### src/rtl/pwd_gate.sv
module pwd_gate #(
  parameter int AW = 8,
  parameter int DW = 8,
  parameter int NB = 4,
  parameter logic [AW-1:0] ENTRY_BASE = 8'h7B,
  parameter logic [AW-1:0] PW1_BASE = 8'hD3,
  parameter logic [NB*DW-1:0] L1_INIT = '0,
  parameter logic [NB*DW-1:0] L2_INIT = '0
) (
  input  logic          clk,
  input  logic          rst_n,
  input  logic [AW-1:0] bus_addr,
  input  logic [DW-1:0] bus_wdata,
  input  logic          bus_we,
  input  logic          bus_re,
  output logic [DW-1:0] bus_rdata,
  output logic [1:0]    lvl,
  output logic [3:0]    rd_ok,
  output logic [3:0]    wr_ok
);
  localparam int PW = NB * DW;

  logic [PW-1:0] entry, pw1, pw2;
  logic [AW-1:0] ent_off, pw_off;
  logic          in_ent, in_pw;

  assign ent_off = bus_addr - ENTRY_BASE;
  assign pw_off  = bus_addr - PW1_BASE;
  assign in_ent  = ent_off < AW'(NB);
  assign in_pw   = pw_off < AW'(NB);

  for (genvar b = 0; b < NB; b++) begin : g_byte
    always_ff @(posedge clk) begin
      if (!rst_n) entry[b*DW +: DW] <= '1;
      else if (bus_we && in_ent && ent_off == AW'(NB-1-b)) entry[b*DW +: DW] <= bus_wdata;
    end
    always_ff @(posedge clk) begin
      if (!rst_n) pw1[b*DW +: DW] <= L1_INIT[b*DW +: DW];
      else if (bus_we && in_pw && pw_off == AW'(NB-1-b) && lvl == 2'd2)
        pw1[b*DW +: DW] <= bus_wdata;
    end
  end

  always_ff @(posedge clk) begin
    if (!rst_n) pw2 <= L2_INIT;
  end

  assign lvl = (entry == pw2) ? 2'd2 : (entry == pw1) ? 2'd1 : 2'd0;

  assign rd_ok = (lvl == 2'd2) ? 4'b1111 : (lvl == 2'd1) ? 4'b0111 : 4'b0011;
  assign wr_ok = (lvl == 2'd2) ? 4'b1111 : (lvl == 2'd1) ? 4'b0100 : 4'b0000;

  always_comb begin
    bus_rdata = '0;
    if (bus_re) begin
      if (in_ent) bus_rdata = '1;
      else if (in_pw && lvl == 2'd2)
        for (int b = 0; b < NB; b++)
          if (pw_off == AW'(NB-1-b)) bus_rdata = pw1[b*DW +: DW];
    end
  end
endmodule

### config.mk
export PLATFORM = sky130hd
export DESIGN_NAME = pwd_gate
export DESIGN_NICKNAME = d
export VERILOG_FILES = /design/src/rtl/pwd_gate.sv
export SDC_FILE = /design/constraint.sdc
export NUM_CORES = 1
export LEC_CHECK = 0
export BUFFER_PORTS_ARGS = -buffer_cell sky130_fd_sc_hd__clkbuf_2
export CAP_MARGIN = 20
export CORE_UTILIZATION = 55
export CTS_CLUSTER_DIAMETER = 200
export DETAILED_ROUTE_END_ITERATION = 7
export PLACE_DENSITY = 0.76
export SKIP_CTS_REPAIR_TIMING = 1
export SLEW_MARGIN = 20
export SYNTH_ARGS = -nofsm -noshare
export SYNTH_HDL_FRONTEND = slang
export SYNTH_SLANG_ARGS = --single-unit
### constraint.sdc
create_clock -name clk -period 2.7 [get_ports clk]
set_input_delay 0.54 -clock clk [delete_from_list [all_inputs] [get_ports clk]]
set_output_delay 0.54 -clock clk [all_outputs]
set_load 0.1 [all_outputs]
======== After elaboration in Yosys (flattened, before gate mapping) ========
Index checks and enable logic that the tools add are counted.
word-level totals
  bits in registers ....................... 64
  input bits .............................. 20
  output and inout bits ................... 18
  logic and storage cells ................. 52
cells by class
  add/subtract/negate cells ............... 2
  reduce and logical (&&, ||, !) cells .... 18
  $lt $le $gt $ge ......................... 2
  mux-type cells .......................... 13
  equality and inequality tests ........... 9
operators by type and width
  operator                                                                       count
  8-bit 2-to-1 mux                                                               7
  32-bit == test                                                                 1
  8-bit by 2-bit == test with 1-bit output (second input constant)               4
  32-bit zero test                                                               1
  8-bit by 1-bit == test with 1-bit output (second input constant)               2
  8-bit zero test                                                                2
  8-bit by 3-bit less-than comparator with 1-bit output (second input constant)  2
  1-bit logical AND                                                              15
  4-bit 2-to-1 mux                                                               2
  8-bit by 7-bit subtractor with 8-bit output (second input constant)            1
  8-bit subtractor (second input constant)                                       1
  3-bit 2-to-1 mux                                                               2
  2-bit by 1-bit == test with 1-bit output (second input constant)               1
  2-bit == test (second input constant)                                          1
  2-bit 2-to-1 mux                                                               1
  1-bit 2-to-1 mux                                                               1

======== Depth between registers and ports, before layout ========
  depth after elaboration ................. 9
  mapped depth ............................ 7
  gate-level depth less buffers ........... 4

======== Worst setup path before layout ========
No wires, ideal clock.
  path type ............................... input -> output
  start point ............................. input port bus_addr[1]
  end point ............................... output port bus_rdata[0]
  data arrival time ....................... 4.029 ns
  setup slack ............................. -1.869 ns
  cell stages on the path ................. 7
  path buffers ............................ 3
  data required time ...................... 2.160 ns
  path through ............................ buf_2 -> a21bo_1 -> buf_6 -> a211o_4 -> or4_1 -> clkbuf_1 -> o21ai_0
on the way
  cells in the longest elaborated chain, start to end .. 9
  elaborated cells between the ends (all ways) .. 16
  classes of those cells .................. 2 x add/sub; 2 x order compare; 3 x eq/ne; 7 x mux; 2 x reduce/logical
RTL lines
  item                                      RTL line  source
  from (decl)                               12        input logic [AW-1:0] bus_addr,
  8-bit subtractor                          28        assign pw_off = bus_addr - PW1_BASE;
  8-bit by 2-bit == test with 1-bit output  59        if (pw_off == AW'(NB-1-b)) bus_rdata = pw1[b*DW +: DW];
  8-bit 2-to-1 mux (4 in a row)             59
  8-bit 2-to-1 mux                          57        else if (in_pw && lvl == 2'd2)
  8-bit 2-to-1 mux *                        56        if (in_ent) bus_rdata = '1;
  8-bit 2-to-1 mux *                        55        if (bus_re) begin
  to (decl)                                 16        output logic [DW-1:0] bus_rdata,
Every way passes the cells marked *; elsewhere a longest branch is shown, timed or not.

======== Worst setup path after layout ========
  start point ............................. register entry[24]
  end point ............................... output port bus_rdata[7]
on the way
  cells in the longest elaborated chain, start to end .. 8
  elaborated cells between the ends (all ways) .. 9
  classes of those cells .................. 2 x eq/ne; 5 x mux; 2 x reduce/logical
RTL lines
  item                               RTL line  source
  from (decl)                        23        logic [PW-1:0] entry, pw1, pw2;
  from (signal, indexed assignment)  35        else if (bus_we && in_ent && ent_off == AW'(NB-1-b)) entry[b*DW +: DW] <= bus_wdata;
  32-bit == test                     48        assign lvl = (entry == pw2) ? 2'd2 : (entry == pw1) ? 2'd1 : 2'd0;
  1-bit 2-to-1 mux                   48
  2-bit 2-to-1 mux *                 48
  2-bit == test *                    57
  1-bit logical AND *                57
  8-bit 2-to-1 mux *                 57
  8-bit 2-to-1 mux *                 56
  8-bit 2-to-1 mux *                 55
Marks and branches as above.

==> summary.txt <==
Clocking
  – Root Driver: clkbuf_8
  – Clk pin slew, worst setup/hold paths: 70 ps
  – CTS tree: done
  – Clk buf depth: 2
  – Clock sinks: 64
  – H-tree depth: 3
  – TritonCTS buffer count: 9
  – Clk Latency, worst-skew pair: 360 ps

Hold path
  – Hold path cells: 2
  – Hold crit path type: flip-flop to flip-flop
  – Worst Hold End: pw1[23]
  – Critical hold path startpoint: pw1[23]

Layout
  – Fill count: 402
  – Syn-to-layout area delta: 31.0%
  – Layout cells sized above 1: 0.294
  – # diodes: 0
  – Final core occ: 0.743
  – Final-stage net count: 409

GRT
  – GRT Util Overall: 0.292
  – Vias in the first global route: 2,670
  – First-pass GRT wire length: 13,600 um
  – Antenna violations before repair: 0
  – Grt ovf: 0
  – Largest net degree at the start of global routing: 36

Route
  – Via count: 2,822
  – Vias per cell: 6.02
  – WL final: 9270 um
  – Wire per inst: 19.8 um
  – DR iter-0 viols: 198
  – DRC: 0
  – Antenna Violating Nets Remaining: 0
  – Pre-Repair DR Iteration Count: 5

Timing
  – Fin. Hold Viols: 0
  – RSZ-0062 raised after global routing: true
  – Slew Limit Headroom: 0.539
  – Worst Tran Pin Value: 692 ps
  – Final setup viols: 8
  – Setup Skew: 9.93 ps
  – Fmax: 0.352 GHz
  – Final setup margin: -142 ps
  – Max Transition Viols Final: 0
  – Min cycle time layout: 2840 ps
  – Period utilisation layout: 1.05

Synth
  – Sequential cell area fraction in the yosys report: 0.384
  – Syn avg cell area: 9.88 um2
  – Yosys cell types: 34
  – Mux share of post-synthesis cell area: 0.216
  – Synthesized cell area: 0.00334 mm2
  – Post-Synth XOR/XNOR Area: 0.0840
  – Number of synthesized register bits: 64
  – Post-Syn Instances: 338
  – Synth Area in Compound Gates: 0.0975
  – Synth top area share: 0.384
  – Number of synthesized flops with an enable pin: 0
  – Ys async rst share: 0
  – Post-synthesis simple-gate area fraction: 0.173
  – Yosys top cell by area: dfxtp_1
  – Synth warn: 0
  – Post-Synth Adder-Cell Area: 0
  – Main synth FF type: dfxtp_1
  – Synth area leaders: dfxtp_1 38%, mux2i_1 22%, xor2_1 8.4%
  – Largest family of logic cells by synthesized area: multiplexers

Power and ir drop
  – Static Leak: 0.00158 uW
  – Final Power: 1980 uW
  – Pwr/cell area: 453 mW/mm2
  – Worst VDD drop: 511 uV

Floorplan
  – Starting Density: 0.567
  – Io pins: 38
  – Core area: 0.00589 mm2
  – DIE AREA: 0.00638 mm2
  – Die X: 79.9 um
  – Site row count: 28
  – Die span in y: 79.9 um

Setup path
  – Crit path kind: flip-flop to output pin
  – Cell depth of the worst flop-to-flop path: 5
  – RR Startpoint: entry[21]
  – Req. time, crit path: 2160 ps
  – R2r setup slk: 620 ps
  – CP startpoint kind: flip-flop
  – CP Capture Type: output pin
  – WP data arrival: 2300 ps
  – Critical Path Fanout Max: 8
  – Reg-to-reg endpoint: pw1[18]

Outcome
  – Failing checks: negative setup slack
  – Run status: finished with violations

Placement
  – Gp weighted congestion: 0.909
  – Port Buf Inserts: 35
  – Hpwl dp: 6660 um

Run
  – Max Cap Viol: 0
==> worst max-delay path by stage <==
stage / end / depth (start not counted) / from / slack, ps
global route: bus_rdata[7] / 7 / entry[7] / -210
finish: bus_rdata[7] / 6 / entry[24] / -140
CTS: bus_rdata[1] / 6 / entry[29] / -280
detailed placement: bus_rdata[1] / 7 / bus_addr[2] / -40
global placement: bus_rdata[2] / 7 / bus_addr[2] / 10
floorplan: bus_rdata[0] / 7 / bus_addr[0] / -330
==> stage by stage <==
stage               TNS [ps]  setup slack [ps]  std cells  hold WS, ps  instance area [um2]
finish                  -981              -142        469          490                 4370
detailed placement      -264             -41.1        449          486                 4010
global route           -1450              -207        469          490                 4370
global placement           0              10.4        449          476                 4010
CTS                    -2170              -278        465          483                 4230
floorplan              -2690              -334        339          459                 3480
==> flip-flops by register name, indices dropped and copies added, names as in the netlist <==
| signal | cells |
|---|---|
| entry | 32 |
| pw1 | 32 |
==> layout make-up <==
type,instances,area (um2),share of cell area
multi-input cells,249,2110,0.483
flip-flops and latches,64,1280,0.294
repair buffers,64,658,0.151
clock buffers,9,124,0.0283
clock inverters,7,96.3,0.0220
well taps,75,93.8,0.0215
inverters,1,3.75,0.000858
==> cells by family after synthesis <==
group | count (synthesis)
XOR/XNOR | 32
multiplexers | 72
flip-flops | 64
AND/OR/NAND/NOR | 111
buffers and inverters | 26
AO/OA/AOI/OAI | 32
other | 1
==> cell usage after synthesis, types with 2 or more instances <==
| library cell | instances |
|---|---|
| xor2_1 | 32 |
| o2bb2ai_1 | 8 |
| buf_6 | 3 |
| nand4_2 | 2 |
| nor2_1 | 2 |
| buf_4 | 7 |
| or4_1 | 2 |
| a2111oi_4 | 4 |
| clkbuf_1 | 12 |
| nand2_1 | 73 |
| o21ai_0 | 8 |
| nand4_1 | 3 |
| nand3b_1 | 2 |
| a22oi_1 | 8 |
| buf_2 | 3 |
| mux2i_1 | 72 |
| dfxtp_1 | 64 |
| nor4_4 | 2 |
| nor4_1 | 16 |
==> routing by layer <==
| metal | global-route usage | part of all wire |
|---|---|---|
| met1 | 0.320 | 0.39 |
| met2 | 0.511 | 0.50 |
| met3 | 0.0674 | 0.060 |
| met4 | 0.171 | 0.047 |
| met5 | 0 | 0 |
==> worst max-delay path: stages (launching register included) <==
cell and delay, ps:
dfxtp_1 370, nor4_4 370, nand4_4 140, or4_4 530
buf_12 180, o21ai_4 170, buf_12 190
==> placed cells by master, fill, tap and decap left out, types with 2 or more instances in the layout <==
| cell type | n |
|---|---|
| clkbuf_8 | 9 |
| a2111oi_4 | 4 |
| nor4_1 | 7 |
| clkbuf_2 | 19 |
| conb_1 | 2 |
| dfxtp_1 | 62 |
| nor4_4 | 4 |
| a22oi_1 | 8 |
| dfxtp_2 | 2 |
| o21ai_4 | 8 |
| nand2_1 | 73 |
| xor2_1 | 32 |
| clkinvlp_4 | 3 |
| nor4_2 | 7 |
| buf_4 | 27 |
| o2bb2ai_1 | 8 |
| nand3b_1 | 2 |
| bufinv_16 | 2 |
| buf_12 | 18 |
| nand4_1 | 3 |
| or4_4 | 2 |
| mux2i_1 | 72 |
==> report_power, final <==
group          switching, uW  internal, uW  leakage, uW
combinational           88.8          37.7     0.000960
sequential             0.842           944     0.000516
clock                    390           518     0.000101
Note: power is estimated with default switching activity, not from simulation.
